===== src/rtl/dw_shift_trunc.sv =====
module dw_shift_trunc #(
  parameter int LANE_W  = 32,
  parameter int PACK_W  = 16,
  parameter int SHAMT_W = 7,
  parameter int CTRL_W  = 32
) (
  input  logic                  clk,
  input  logic                  rst_n,
  input  logic                  in_valid,
  output logic                  in_ready,
  input  logic [2*LANE_W-1:0]   in_operand,
  input  logic [CTRL_W-1:0]     in_ctrl,
  output logic                  out_valid,
  output logic [2*PACK_W-1:0]   out_result
);
  localparam int EXT_W = 2 * LANE_W;
  localparam int RES_W = 2 * PACK_W;

  logic [SHAMT_W-1:0] amt;
  logic [SHAMT_W-1:0] mag;
  logic               go_right;
  logic               kill;
  logic [RES_W-1:0]   packed_res;
  logic               unused_ctrl;

  assign amt         = in_ctrl[SHAMT_W-1:0];
  assign unused_ctrl = ^in_ctrl[CTRL_W-1:SHAMT_W];
  assign go_right    = !amt[SHAMT_W-1] && (amt != '0);
  assign mag         = go_right ? amt : (~amt + 1'b1);
  assign kill        = !go_right && mag[SHAMT_W-1];
  assign in_ready    = 1'b1;

  for (genvar g = 0; g < 2; g++) begin : g_lane
    logic signed [EXT_W-1:0] ext;
    logic signed [EXT_W-1:0] shifted;
    logic                    unused_hi;

    assign ext       = $signed({{LANE_W{in_operand[g*LANE_W+LANE_W-1]}},
                                in_operand[g*LANE_W +: LANE_W]});
    assign shifted   = go_right ? (ext >>> mag) : (ext << mag);
    assign unused_hi = ^shifted[EXT_W-1:PACK_W];
    assign packed_res[g*PACK_W +: PACK_W] = kill ? '0 : shifted[PACK_W-1:0];
  end

  always_ff @(posedge clk or negedge rst_n) begin
    if (!rst_n) begin
      out_valid  <= 1'b0;
      out_result <= '0;
    end else begin
      out_valid <= in_valid && in_ready;
      if (in_valid && in_ready) out_result <= packed_res;
    end
  end
endmodule


===== config.mk =====
export PLATFORM = sky130hd
export DESIGN_NAME = dw_shift_trunc
export DESIGN_NICKNAME = d
export VERILOG_FILES = /design/src/rtl/dw_shift_trunc.sv
export SDC_FILE = /design/constraint.sdc
export NUM_CORES = 1
export LEC_CHECK = 0
export BUFFER_PORTS_ARGS = -buffer_cell sky130_fd_sc_hd__buf_2
export CORE_MARGIN = 4
export CORE_UTILIZATION = 55
export CTS_CLUSTER_SIZE = 40
export DETAILED_ROUTE_END_ITERATION = 10
export PLACE_DENSITY_LB_ADDON = 0.08
export SETUP_SLACK_MARGIN = 0.3
export SKIP_CTS_REPAIR_TIMING = 1
export SLEW_MARGIN = 20
export SYNTH_ARGS = -nofsm -noshare
export SYNTH_HDL_FRONTEND = slang
export SYNTH_SLANG_ARGS = --single-unit

===== constraint.sdc =====
create_clock -name clk -period 2.09 [get_ports clk]
set_clock_uncertainty 0.2 [all_clocks]
set_input_delay 0.418 -clock clk [delete_from_list [all_inputs] [get_ports clk]]
set_output_delay 0.418 -clock clk [all_outputs]
set_load 0.01 [all_outputs]

==> results of run 1 <==
-- cells by family after synthesis --
| group | count (synthesis) | synth area share, % |
|---|---|---|
| DFF | 33 | 12.8 |
| muxes | 144 | 29.0 |
| buffers and inverters | 88 | 6.29 |
| adders and majority gates | 1 | 0.194 |
| xor gates and xnor gates | 2 | 0.271 |
| other | 1 | 0.0580 |
| and+or+nand+nor | 307 | 21.2 |
| AOI/OAI and AO/OA | 288 | 30.3 |
-- metrics by stage --
stage | utilization, % | setup TNS (ns) | cells | setup slack, ns
2_1_floorplan | - | -34.09 | 864 | -1.18
3_3_place_gp | 80.5 | -32.69 | 1312 | -1.15
3_5_place_dp | 80.5 | -35.70 | 1312 | -1.28
4_1_cts | 81.7 | -26.73 | 1320 | -0.996
-- Yosys cell counts (4+ instances only) --
library cell and instances:
o221ai_1 7, o22a_1 4, o211ai_1 24, nor2b_1 6, a32oi_1 7, a31oi_1 21
dfrtp_1 33, inv_1 7, nand4_1 6, nor2_1 76, a211oi_1 14, nand2b_1 9
o21ai_1 8, o31ai_1 4, nor3_1 18, mux2i_1 78, mux2_2 35, nand3_1 31
clkbuf_1 31, a311oi_1 5, a221oi_1 4, mux4_2 31, buf_1 5, a21o_1 13
o211a_1 4, o22ai_1 5, o2bb2ai_1 6, buf_4 4, o21ai_0 49, a21oi_1 63
a22oi_1 6, buf_2 37, nand2_1 141
-- layer usage --
metal | track usage [%] | GRT overflow
met5 | 31.1 | 0
met4 | 69.4 | 4
met3 | 62.1 | 0
met2 | 85.5 | 3
met1 | 75.2 | 0
==> impl_metrics.env, run 1 <==
export IMPL_io_pins=133
export IMPL_error="[ERROR GRT-0232] Routing congestion too high. Check the congestion heatmap in the GUI."
export IMPL_cts_root_buf="clkbuf_16"
export IMPL_avgSynthCellArea_um2=7.48
export IMPL_syn_area_um2=6460
export IMPL_cts_buffers_inserted=5
export IMPL_dp_hpwl_um=24800
export IMPL_grt_max_degree=45
export IMPL_yosys_register_bits=33
export IMPL_die_h_um=116
export IMPL_port_buffers=106
export IMPL_rows=39
export IMPL_place_congestion=1.18
export IMPL_cts_sinks=33
export IMPL_chipWidth_um=116
export IMPL_gr_total_overflow=7
export IMPL_synthFlopType="dfrtp_1"
export IMPL_outcome="aborted with a tool error"
export IMPL_htree_levels=2
export IMPL_synth_cell_types=75
export IMPL_start_util_pct=56.4
export IMPL_syn_num_nets=964
export IMPL_dpl_cell_area_um2=9230
export IMPL_synth_edf_count=0
export IMPL_postSynthCellCount=864
export IMPL_synth_top_area_share_pct=12.8
export IMPL_grt_usage_pct=73.3
export IMPL_synthArstFlopShare_pct=100
export IMPL_endpoint_type="register data pin"
export IMPL_yosysTopAreaCell="dfrtp_1"
export IMPL_grt_repair_worst_endpoint="out_result[15]$_DFFE_PN0P_/D"
export IMPL_ys_warn_count=0
export IMPL_cts_buffer_depth=2
export IMPL_synth_area_leaders="dfrtp_1 13%, mux2i_1 12%, mux4_2 11%"
export IMPL_lastStage="5_1_grt"
export IMPL_ys_seq_area_share_pct=12.8
==> run 2: changes to the inputs <==
Settings changed: CORE_UTILIZATION 55 to 40, CTS_CLUSTER_SIZE 40 to default, PLACE_DENSITY_LB_ADDON 0.08 to 0.15, SETUP_SLACK_MARGIN 0.3 to default.
==> run 2 against run 1 <==
The flow now finishes, with violations (negative setup slack). Synthesized area is the same. Synthesized cell count is the same.
==> impl_metrics.env, run 2 <==
export IMPL_min_period_ns=2.90
export IMPL_fmax_mhz=344
export IMPL_reg_top3="out_result (32), out_valid (1)"
export IMPL_io_pins=133
export IMPL_grt_pass1_wl_um=49400
export IMPL_slowest_stage="a22oi_1"
export IMPL_dp_hpwl_um=27600
export IMPL_yosys_register_bits=33
export IMPL_synth_top_family_by_area="compound AO/OA/AOI/OAI gates"
export IMPL_p_comb_share_pct=70.9
export IMPL_syn_num_nets=964
export IMPL_cts_buffers_inserted=5
export IMPL_critPathLaunch="in_ctrl[0]"
export IMPL_clk_latency_ns=0.28
export IMPL_power_switching_mw=2.26
export IMPL_ys_seq_area_share_pct=12.8
export IMPL_layout_cells_non_filler=1477
export IMPL_synthArstFlopShare_pct=100
export IMPL_ys_warn_count=0
export IMPL_crit_path_end_kind="flop"
export IMPL_antenna_found_initial=0
export IMPL_layout_area_overhead_vs_synth_pct=70.9
export IMPL_die_h_um=135
export IMPL_cts_buffer_depth=2
export IMPL_period_share_pct=139
export IMPL_path_clk_slew_ns=0.05
export IMPL_synth_cell_types=75
export IMPL_violations="negative setup slack"
export IMPL_postSynthCellCount=864
export IMPL_slew_headroom_pct=49.9
export IMPL_rows=46
export IMPL_drive_gt1_share_pct=54.0
export IMPL_synth_area_leaders="dfrtp_1 13%, mux2i_1 12%, mux4_2 11%"
export IMPL_outcome="complete, but fails checks"
export IMPL_path_max_fanout=5
export IMPL_synthTopCellsByCount="141 x nand2_1, 78 x mux2i_1, 76 x nor2_1"
export IMPL_synth_xor_area_share_pct=0.271
export IMPL_diodes=0
export IMPL_peakVddDrop_mv=0.419
export IMPL_start_kind="primary input"
export IMPL_cts_tree="built"
export IMPL_dpl_cell_area_um2=9760
export IMPL_crit_arrival_ns=2.87
export IMPL_grt_pass1_vias=8208
export IMPL_cts_sinks=33
export IMPL_core_area_um2=15900
export IMPL_postLayoutCoreUtil_pct=69.5
export IMPL_synth_area_mux_share_pct=29.0
export IMPL_synthFlopType="dfrtp_1"
export IMPL_fill_cells=1354
export IMPL_vias=9235
export IMPL_synth_edf_count=0
export IMPL_final_cell_mix="315 x buf_4, 133 x nand2_1, 104 x buf_2"
export IMPL_path_class="in2reg"
export IMPL_htree_levels=2
export IMPL_avgSynthCellArea_um2=7.48
export IMPL_fin_nets=1360
export IMPL_fin_ws_ns=-0.813
export IMPL_r2r_setup_slack_ns=0.70
export IMPL_maxCapViolations=0
export IMPL_synth_top_area_share_pct=12.8
export IMPL_syn_area_um2=6460
export IMPL_drt_iter0_markers=1157
export IMPL_hold_path_class="in2async"
export IMPL_drt_pass1_iter_count=6
export IMPL_gr_total_overflow=0
export IMPL_ant_nets=0
export IMPL_p_leak_nw=5.03
export IMPL_final_cell_area_um2=11000
export IMPL_synth_simple_gate_area_share_pct=21.2
export IMPL_p_seq_share_pct=15.4
export IMPL_place_congestion=1.05
export IMPL_chipWidth_um=135
export IMPL_largest_register="out_result"
export IMPL_grt_usage_pct=35.2
export IMPL_sw_frac_of_total_pct=43.7
export IMPL_synth_most_common_cell="nand2_1"
export IMPL_p_int_mw=2.91
export IMPL_port_buffers=106
export IMPL_setup_worst_path_end="out_result[6]"
export IMPL_clkPwrFrac_pct=13.7
export IMPL_crit_chain="buf_8 -> clkinv_8 -> ha_4 -> nor4b_4 -> buf_4 -> a21o_4 -> a21o_4 -> clkbuf_16 -> mux2i_1 -> mux2i_1 -> buf_4 -> a22oi_1 -> o21ai_0 -> buf_4 -> a32o_1"
export IMPL_register_area_um2=826
export IMPL_cpMostUsedCell="buf_4"
export IMPL_fin_tns_setup_ns=-22.81
export IMPL_r2r_start="out_result[14]"
export IMPL_multi_input_area_um2=6080
export IMPL_ff2ff_path_depth=4
export IMPL_rsz0062_at_grt="yes"
export IMPL_start_util_pct=40.7
export IMPL_r2r_end="out_result[14]"
export IMPL_viasPerCell=6.25
export IMPL_routedWlPerCell_um=23.5
export IMPL_drt_wl_total_um=34700
export IMPL_worstMarginPinSlew_ns=0.752
export IMPL_totalPowerFinal_mw=5.18
export IMPL_hold_ws_ns=0.00561
export IMPL_maxSlewViolCount=0
export IMPL_synthAdderAreaFrac_pct=0.194
export IMPL_dp_cells=1436
export IMPL_drc=0
export IMPL_largest_reg_flops=32
export IMPL_yosysTopAreaCell="dfrtp_1"
export IMPL_place_ws_ns=-1.26
export IMPL_cts_root_buf="clkbuf_16"
export IMPL_synth_compound_area_share_pct=30.3
export IMPL_grt_max_degree=62
export IMPL_cp_data_required_time_ns=2.06
export IMPL_hold_violations=0
export IMPL_layout_commonest_cell="buf_4"
export IMPL_cellPowerDensity_nw_per_um2=469
export IMPL_finalSetupViolCount=32
export IMPL_die_area_um2=18300
export IMPL_max_stage_delay_ns=0.28
run 2: cell counts after synthesis:
No cell type changed its count.
run 2: cell type report:
type                       instances  share of cell area, %
sequential                        33                   7.48
timing repair buffer             467                   33.3
multi-input combinational        744                   55.1
inverter                           9                  0.442
tap                              216                   2.45
clock inverter                     2                 0.0907
clock buffer                       6                   1.17
run 2: worst min path at each step:
stage,from,endpoint,slack [ns],cells past startpoint
after floorplan,rst_n,out_result[0],-0.08,0
after global placement,out_result[2],out_result[2],0.27,1
after detailed placement,out_result[4],out_result[4],0.29,1
after CTS,rst_n,out_result[11],0.02,1
after global routing,rst_n,out_result[1],0.08,1
final,rst_n,out_result[0],0.006,1
run 2: power groups by stage:
stage	clock network, mW	logic (mW)	registers [mW]
floorplan	0	1.53	0.844
CTS	0.720	3.09	0.795
detailed placement	0	3.08	0.804
global placement	0	3.07	0.801
finish	0.712	3.67	0.796
global route	0.729	3.83	0.804
run 2: worst max-delay path: cells and delay by family:
| kind | cells | cell delay, ns |
|---|---|---|
| buffers and inverters | 6 | 0.77 |
| muxes | 2 | 0.27 |
| and+or+nand+nor | 1 | 0.12 |
| AOI/OAI and AO/OA | 5 | 1.12 |
| adders and majority gates | 1 | 0.15 |
run 2: kinds of logic (layout without fill, tap and decap cells):
| kind of cell | Yosys count | after routing |
|---|---|---|
| simple gates | 307 | 308 |
| fa+ha+maj | 1 | 1 |
| xor+xnor | 2 | 2 |
| flops | 33 | 33 |
| buf+inv | 88 | 484 |
| other cells | 1 | 1 |
| compound gates | 288 | 288 |
| mux | 144 | 144 |
run 2: layer usage:
metal | share of wire [%] | wire length, µm | up-vias | global-route usage (%)
li1 | - | - | 4116 | -
met3 | 12 | 4220 | 103 | 6.97
met2 | 42 | 14500 | 698 | 49.9
met5 | 0 | 0 | - | 0
met1 | 42 | 14600 | 4318 | 53.4
met4 | 3.8 | 1310 | 0 | 10.8
(Power assumes the default switching activity.)
